--- config.mk ---
export PLATFORM = sky130hd
export DESIGN_NAME = hyst_alert_cmp
export DESIGN_NICKNAME = d
export VERILOG_FILES = /design/src/rtl/hyst_alert_cmp.sv
export SDC_FILE = /design/constraint.sdc
export NUM_CORES = 1
export LEC_CHECK = 0
export ABC_CLOCK_PERIOD_IN_PS = 3450
export BUFFER_PORTS_ARGS = -buffer_cell sky130_fd_sc_hd__buf_2
export CORE_MARGIN = 1
export CORE_UTILIZATION = 37
export CTS_CLUSTER_DIAMETER = 200
export DETAILED_ROUTE_END_ITERATION = 10
export SKIP_LAST_GASP = 1
export SYNTH_ARGS = -nofsm -noshare
export SYNTH_HDL_FRONTEND = slang
export SYNTH_SLANG_ARGS = --single-unit
--- constraint.sdc ---
create_clock -name clk -period 3.45 [get_ports clk]
set_clock_uncertainty 0.05 [all_clocks]
set_input_delay 0 -clock clk [delete_from_list [all_inputs] [get_ports clk]]
set_output_delay 0 -clock clk [all_outputs]
set_load 0.005 [all_outputs]
--- src/rtl/hyst_alert_cmp.sv ---
module hyst_alert_cmp #(
  parameter int WORD_W     = 16,
  parameter int VAL_W      = 10,
  parameter int HYS_W      = 7,
  parameter int HYS_RST    = 10,
  parameter bit OVER_SENSE = 1'b1
) (
  input  logic              clk,
  input  logic              rst_n,
  input  logic              reg_wr,
  input  logic              reg_sel,
  input  logic [WORD_W-1:0] reg_wdata,
  output logic [WORD_W-1:0] reg_rdata,
  input  logic              sample_valid,
  input  logic [WORD_W-1:0] sample_word,
  output logic              alert
);
  localparam int LOW_W = WORD_W - VAL_W;
  localparam logic [VAL_W-1:0] VMAX = '1;

  logic [VAL_W-1:0] thr_q;
  logic [HYS_W-1:0] hys_q;
  logic             alert_q;

  always_ff @(posedge clk or negedge rst_n) begin
    if (!rst_n) begin
      thr_q <= VMAX;
      hys_q <= HYS_W'(HYS_RST);
    end else if (reg_wr) begin
      if (reg_sel) hys_q <= reg_wdata[HYS_W-1:0];
      else         thr_q <= reg_wdata[WORD_W-1:LOW_W];
    end
  end

  assign reg_rdata = reg_sel ? {{(WORD_W-HYS_W){1'b0}}, hys_q}
                             : {thr_q, {LOW_W{1'b1}}};

  logic [VAL_W:0]   sum_w, dif_w;
  logic [VAL_W-1:0] upper, lower, smp;
  logic             disabled, above, below, set_c, clr_c;

  assign sum_w = {1'b0, thr_q} + (VAL_W+1)'(hys_q);
  assign dif_w = {1'b0, thr_q} - (VAL_W+1)'(hys_q);
  assign upper = sum_w[VAL_W] ? VMAX : sum_w[VAL_W-1:0];
  assign lower = dif_w[VAL_W] ? '0   : dif_w[VAL_W-1:0];
  assign smp   = sample_word[WORD_W-1:LOW_W];
  assign disabled = (thr_q == VMAX);
  assign above = smp > upper;
  assign below = smp < lower;

  generate
    if (OVER_SENSE) begin : g_over
      assign set_c = above;
      assign clr_c = below;
    end else begin : g_under
      assign set_c = below;
      assign clr_c = above;
    end
  endgenerate

  always_ff @(posedge clk or negedge rst_n) begin
    if (!rst_n)            alert_q <= 1'b0;
    else if (disabled)     alert_q <= 1'b0;
    else if (sample_valid) begin
      if (set_c)      alert_q <= 1'b1;
      else if (clr_c) alert_q <= 1'b0;
    end
  end

  assign alert = alert_q;

  assert_disable_clears_R10: assert property (@(posedge clk) disable iff (!rst_n)
    disabled |=> !alert);
  assert_hold_without_strobe_R9: assert property (@(posedge clk) disable iff (!rst_n)
    (!sample_valid && !disabled) |=> $stable(alert));
  assert_rise_needs_set_R5: assert property (@(posedge clk) disable iff (!rst_n)
    $rose(alert) |-> ($past(sample_valid) && $past(set_c)));
  assert_fall_reason_R6: assert property (@(posedge clk) disable iff (!rst_n)
    $fell(alert) |-> ($past(disabled) || ($past(sample_valid) && $past(clr_c))));
  assert_bounds_ordered_R8: assert property (@(posedge clk) disable iff (!rst_n)
    (lower <= thr_q) && (upper >= thr_q));
endmodule

==> metrics, run 1 <==
fin. max-slew vios 0; CP endpoint alert; Cell variety after synth 51; mux cell area share after synthesis around 9.0%; post-synth top area share between 10% and 20%; Post-Syn Nets roughly 320; simple-gate share of the synthesized area 20.77%; clock power share 13.6%; Rows 27; P_leak around 1.3 nW; worst-case clock buffer depth 2; Remaining Overflow, GRT 0; CTS tree yes; wirelength, routed between 5000 and 6000 microns; Mapped Cells between 200 and 250; EDFF count, synth 0; Routed Antenna Nets 0; register-to-register setup slack 110 ps; cell taking the most area after synthesis ha_1; Critical Path RT about 3600 ps; Largest stage delay, worst path 570 ps; gr usage total a little under a fifth; CP delay by family, top compound AO/OA/AOI/OAI gates; WS Path Type reg -> reg; synthesized area between 2000 and 2500 sq um; Async S/R FF share, synth 100.0%; Post-Synth Adder-Cell Area between 20% and 30%; Post-DP Area between 2000 and 2500 sq um; MaxCap Viol Count 0; DIE WIDTH approximately 77 microns; hold crit path type in -> async; Max Fanout on Critical Path 4; Startpoint Class flip-flop; initial antenna violation count 0; switch share 42.84%; largest net degree at the start of global routing 20; r2r startpoint hys_q[1]; core area about 5500 sq um; worst slew pin tran a little under 1000 ps; fraction of layout cells with a size suffix above 1 a little over a third; hold_ws 155.9 ps; Min Clock Period, post-route between 3000 and 4000 ps; Buf/Inv on CP 2; Psw roughly 570 uW; design area 2779 sq um; Reg power frac between 20% and 30%; final net count 393; IO Pins 54; fin cells between 300 and 400; Post-synth top cells ha_1 (33), nand2_1 (23), inv_1 (20); Setup crit start hys_q[1]; xor/xnor share of the synthesized area 2.513%; Post-DP HPWL approximately 4200 microns; cell depth of the worst setup path 14; most frequent cell after synthesis ha_1; flops & latches, synth 18; Worst R2R End alert; compound-gate portion of the synthesized area 17.95%; Final Setup Violations 0; Setup crit end kind flip-flop; global-route wire length before repair approximately 9100 microns; CTS clk-pin slew, worst paths 80 ps; clk root buf clkbuf_8; r2r worst-path depth 14; Yosys warning total 0; crit-path cells inv_4 -> ha_4 -> and2b_2 -> o311ai_4 -> a2111o_1 -> buf_6 -> nand3_1 -> a21oi_2 -> ha_1 -> a211oi_2 -> nor2_1 -> a2111o_1 -> nand4_1 -> o21ai_2; Crit path arrival time around 3400 ps; first drt pass iteration count 4; crit-path most repeated cell a2111o_1; worst skew pair latency 260 ps; DP Cell Count 366; vias per cell 5.125; port bufs 47; GPL Wtd Cong roughly 0.87; initial DRC count 77; Int Pwr 764.3 uW; fin crit share approximately 97%; H-tree levels 1; Fmax ~0.3 GHz; register area share after synthesis ~22%; DRC viols 0; Synth Flop Type dfstp_2; final hold vios 0; via count of the routed design roughly 2000; status finished clean; Final TNS setup 0 ps; max_slew headroom between 30% and 40%; number of global-route vias before repair between 1500 and 2000; drt wl/cell roughly 14 microns; Comb power frac a little over three fifths; n_diodes 0; die area between 5000 and 6000 sq um; Layout fillers 540; largest family of logic cells by synthesized area adder cells; CTS buffer count 3; Worst VDD drop ~0.23 mV; CP max stage cell dfstp_2; Pwr per Cell Area between 400 and 500 nW/um^2; Starting Density between 30% and 40%; Die Height 77.17 microns; most area-consuming cells after synthesis ha_1 (20%), dfstp_2 (15%), mux2_2 (8.1%), dfrtp_1 (7.2%), nand2_1 (4.1%); Area growth syn-to-layout 32.91%; Sink Count 18; syn avg cell area 8.465 sq um
[area by class of cell]
class                   instances  area, sq um  share of cell area, %
multi-input cells             200         1578                  56.78
repair buffers                 77        509.2                  18.33
flip-flops and latches         18        465.4                  16.75
well taps                      72        90.09                  3.242
inverters                      21        81.33                  2.927
clock buffers                   4        55.05                  1.981
[layer usage]
layer  global-route usage [%]  wire length, microns  vias to the layer above
met1                    25.98                  2723                      917
li1                         -                     -                     1025
met3                    1.786                   200                        6
met4                    5.094                    63                        0
met2                    32.30                  2577                       61
met5                        0                     0                        -
[power groups by stage]
stage	clock network, mW	registers, mW	logic, mW
6_report	0.182	0.312	0.843
5_1_grt	0.191	0.320	0.954
4_1_cts	0.186	0.311	0.790
3_5_place_dp	0	0.314	0.756
3_3_place_gp	0	0.313	0.739
2_1_floorplan	0	0.290	0.560
[worst min-delay path by stage]
stage,startpoint,endpoint,slack (ps)
finish,rst_n,alert,160
global route,rst_n,hys_q[5],190
CTS,rst_n,alert,160
detailed placement,rst_n,alert,-90
global placement,rst_n,alert,-90
floorplan,rst_n,alert,-350
[cells by family (layout without fill, tap and decap cells)]
group / count (synthesis) / after routing
adders and majority gates: 35 / 35
DFF: 18 / 18
buffers and inverters: 29 / 102
xor gates and xnor gates: 6 / 6
and+or+nand+nor: 85 / 85
AOI/OAI and AO/OA: 57 / 57
muxes: 17 / 17
[worst reg2reg max path, cell delays in order (launching register included)]
cell	delay, ps
dfstp_2	570
inv_4	50
ha_4	260
and2b_2	230
o311ai_4	350
a2111o_1	270
buf_6	120
nand3_1	80
a21oi_2	170
ha_1	280
a211oi_2	230
nor2_1	70
a2111o_1	340
nand4_1	90
o21ai_2	70
[sequential cells by signal (all words and copies together) (netlist names)]
signal	count
alert	1
hys_q	7
thr_q	10
[layout by cell type, fill, tap and decap left out, types with 2 or more instances in the layout]
cell,synthesis,final
a21oi_2,0,3
mux2_2,15,15
a2111o_1,2,2
nand4_1,6,6
clkbuf_8,0,4
xnor2_1,3,3
o211ai_1,3,3
o21ai_0,17,14
buf_2,1,47
dlygate4sd3_1,0,18
dfrtp_1,6,6
nor2_1,16,16
dfstp_2,12,12
nand2_1,23,23
xor2_1,3,3
o21a_1,5,5
buf_4,1,11
o21ai_1,2,2
nor4_1,3,3
ha_1,33,32
fa_2,0,2
o21ai_2,0,3
nand3_1,5,5
a21oi_1,16,13
nand3b_1,2,2
inv_1,20,19
mux2i_1,2,2
nor3_1,7,6
nand2b_1,3,3
nor2b_1,10,10
[per-stage QoR]
| step | power (mW) | setup WS (ps) | utilization, % |
|---|---|---|---|
| floorplan | 0.8495 | 263.5 | - |
| global route | 1.465 | -33.43 | 50.78 |
| CTS | 1.287 | 1.968 | 49.13 |
| detailed placement | 1.070 | -106.9 | 44.47 |
| global placement | 1.051 | 23.16 | 44.47 |
| finish | 1.337 | 113.0 | 50.78 |
[repair_timing]
item,4_1_cts,5_1_grt
resized for setup,6,16
setup buffers,1,3
hold buffers,18,0
hold endpoints to repair,36,0
pin swaps,2,9
setup endpoints to repair,1,1
Note: power is estimated with default switching activity, not from simulation.
==> run 2, diff against run 1 <==
--- a/config.mk
+++ b/config.mk
@@ -5,6 +5,7 @@
 export SDC_FILE = /design/constraint.sdc
 export NUM_CORES = 1
 export LEC_CHECK = 0
+export ABC_AREA = 1
 export ABC_CLOCK_PERIOD_IN_PS = 3450
 export BUFFER_PORTS_ARGS = -buffer_cell sky130_fd_sc_hd__buf_2
 export CORE_MARGIN = 1
==> metrics, run 2 <==
die area 6104 sq um (was 5955 sq um); IO Pins 54 (unchanged); fin. max-slew vios 0 (unchanged); DP Cell Count 414 (was 366); MaxCap Viol Count 0 (unchanged); WS Path Type reg -> reg (unchanged); Post-Place Setup Slack 344.5 ps (was -106.9 ps); wirelength, routed 5197 microns (was 5565 microns); register-to-register setup slack 330 ps (was 110 ps); port bufs 47 (unchanged); global-route wire length before repair 9045 microns (was 9128 microns); design area 2678 sq um (was 2779 sq um); worst-case clock buffer depth 2 (unchanged); number of global-route vias before repair 2065 (was 1936); post-synth top area share 19.25% (was 19.75%); RSZ-0062 raised after global routing no; Critical Path RT 3540 ps (was 3550 ps); Routed Antenna Nets 0 (unchanged); final net count 437 (was 393); CP max stage cell fa_1 (was dfstp_2); via count of the routed design 2124 (was 2009); H-tree levels 1 (unchanged); n_diodes 0 (unchanged); CTS resizes 0 (was 6); Setup crit end kind flip-flop (unchanged); syn avg cell area 7.125 sq um (was 8.465 sq um); Largest register FFs 10 (unchanged); Post-synth top cells nand2_1 (59), inv_1 (35), nor2_1 (35) (was ha_1 (33), nand2_1 (23), inv_1 (20)); most frequent cells in the layout nand2_1 (59), buf_2 (47), inv_1 (35), nor2_1 (35), ha_1 (33) (was buf_2 (47), ha_1 (32), nand2_1 (23), inv_1 (19), dlygate4sd3_1 (18)); Max Fanout on Critical Path 4 (unchanged); fin crit share 90.55% (was 96.72%); initial DRC count 52 (was 77); Startpoint Class flip-flop (unchanged); flops & latches, synth 18 (unchanged); Worst VDD drop 0.2918 mV (was 0.2290 mV); Worst R2R End alert (unchanged); largest net degree at the start of global routing 21 (was 20); EDFF count, synth 0 (unchanged); worst skew pair latency 260 ps (about the same); initial antenna violation count 0 (unchanged); CTS tree yes (unchanged); crit-path cells inv_1 -> ha_1 -> inv_1 -> fa_1 -> a31oi_1 -> o21ai_0 -> nand2_1 -> nand2_1 -> nand2_1 -> nand3_1 -> ha_1 -> nand2_1 -> o21ai_0 -> a211oi_1 -> nand2_1 -> nand2_1 -> nand2_1 (was inv_4 -> ha_4 -> and2b_2 -> o311ai_4 -> a2111o_1 -> buf_6 -> nand3_1 -> a21oi_2 -> ha_1 -> a211oi_2 -> nor2_1 -> a2111o_1 -> nand4_1 -> o21ai_2); Synth Flop Type dfstp_2 (unchanged); Area growth syn-to-layout 24.85% (was 32.91%); CTS clk-pin slew, worst paths 70 ps (was 80 ps); status finished clean (unchanged); register area share after synthesis 21.70% (was 22.26%); worst slew pin tran 620.0 ps (was 970.7 ps); cell taking the most area after synthesis ha_1 (unchanged); hold crit path type in -> async (unchanged); Post-Syn Nets 373 (was 319); synthesized area 2145 sq um (was 2091 sq um); first drt pass iteration count 4 (unchanged); Pwr per Cell Area 435.5 nW/um^2 (was 481.1 nW/um^2); Fmax 0.3201 GHz (was 0.2997 GHz); fraction of layout cells with a size suffix above 1 28.30% (was 35.00%); gr usage total 18.49% (was 19.18%); DIE WIDTH 78.13 microns (was 77.17 microns); cell depth of the worst setup path 17 (was 14); Die Height 78.13 microns (was 77.17 microns); core area 5540 sq um (was 5473 sq um); P_leak 1.387 nW (was 1.276 nW); fin cells 436 (was 392); vias per cell 4.872 (was 5.125); Cell variety after synth 36 (was 51); r2r startpoint thr_q[0] (was hys_q[1]); Post-DP Area 2442 sq um (was 2434 sq um); Buf/Inv on CP 2 (unchanged); most common cell after layout, fill and taps aside nand2_1 (was buf_2); Yosys warning total 0 (unchanged); Crit path arrival time 3210 ps (was 3440 ps); drt wl/cell 11.92 microns (was 14.20 microns); Remaining Overflow, GRT 0 (unchanged); Largest stage delay, worst path 450 ps (was 570 ps); Async S/R FF share, synth 100.0% (unchanged); Rows 27 (unchanged); GPL Wtd Cong 0.8541 (was 0.8711); r2r worst-path depth 17 (was 14); clk root buf clkbuf_8 (unchanged); most frequent cell after synthesis nand2_1 (was ha_1); Min Clock Period, post-route 3124 ps (was 3337 ps); fin worst setup slack 326.1 ps (was 113.0 ps); Most flops, register thr_q (unchanged); final hold vios 0 (unchanged); Mapped Cells 301 (was 247); max_slew headroom 58.57% (was 35.15%); Final TNS setup 0 ps (unchanged); Final Setup Violations 0 (unchanged); post-CTS setup buffers 0 (was 1); Starting Density 38.71% (was 38.20%); Tot Pwr 1.166 mW (was 1.337 mW); crit-path most repeated cell nand2_1 (was a2111o_1); Post-DP HPWL 4261 microns (was 4236 microns); most area-consuming cells after synthesis ha_1 (19%), dfstp_2 (15%), nand2_1 (10%), dfrtp_1 (7.0%), a21oi_1 (6.8%) (was ha_1 (20%), dfstp_2 (15%), mux2_2 (8.1%), dfrtp_1 (7.2%), nand2_1 (4.1%)); CTS buffer count 3 (unchanged); CP delay by family, top adder cells (was compound AO/OA/AOI/OAI gates); DRC viols 0 (unchanged); Sink Count 18 (unchanged)
[run 2: cell types whose count changed after synthesis, moves of 7 or more]
cell,change
nand2_1,+36
nor2_1,+19
inv_1,+15
mux2_2,-14
a21oi_1,+13
nand3_1,+12
nor2b_1,-10
nand2_2,+9
o21ai_0,-8
nor2_2,+7
[run 2: how the worst max path moves through the flow]
stage | startpoint | endpoint | slack (ps)
floorplan | thr_q[0] | alert | 630
global placement | thr_q[0] | alert | 390
detailed placement | thr_q[0] | alert | 340
CTS | thr_q[0] | alert | 330
global route | thr_q[0] | alert | 30
finish | thr_q[0] | alert | 330
[run 2: metal layers]
layer	GRT usage, %	part of all wire [%]	up-vias
li1	-	-	1112
met3	1.163	2.8	4
met5	0	0	-
met2	31.14	45	47
met4	5.556	1.0	0
met1	25.27	51	961
[run 2: timing repair]
| item | CTS | global route |
|---|---|---|
| endpoints found under the hold margin | 36 | 0 |
| hold buffers | 18 | 0 |
| endpoints found under the setup margin | 0 | 0 |
[run 2: where the power goes]
group          switching [mW]  leakage, nW  internal, mW
logic                   0.423         1.16         0.287
registers              0.0268        0.196         0.256
clock network          0.0723       0.0288         0.101
[run 2: stage by stage]
step	utilization, %	hold slack, ps
after floorplan	-	-345.6
after global placement	44.08	-101.9
after detailed placement	44.08	-103.0
after CTS	48.33	149.8
after global routing	48.33	178.5
final	48.33	140.2
[run 2: layout make-up]
class	instances	area, sq um
Fill cell	589	2863
Timing Repair Buffer	65	415.4
Clock buffer	4	55.05
Tap cell	72	90.09
Multi-Input combinational cell	236	1490
Sequential cell	18	465.4
Inverter	41	161.4
[run 2: cell families after synthesis]
| kind of cell | synth area share [%] |
|---|---|
| AO/OA/AOI/OAI | 14.76 |
| buffers and inverters | 8.810 |
| flip-flops | 21.70 |
| XOR/XNOR | 2.042 |
| AND/OR/NAND/NOR | 31.04 |
| adder cells (fa/ha/maj) | 21.12 |
| multiplexers | 0.5251 |
[run 2: worst register-to-register path: stages (launching register included)]
cell,delay [ps]
dfstp_2,380
inv_1,100
ha_1,180
inv_1,80
fa_1,450
a31oi_1,350
o21ai_0,170
nand2_1,120
nand2_1,60
nand2_1,50
nand3_1,100
ha_1,290
nand2_1,100
o21ai_0,100
a211oi_1,190
nand2_1,100
nand2_1,60
nand2_1,60
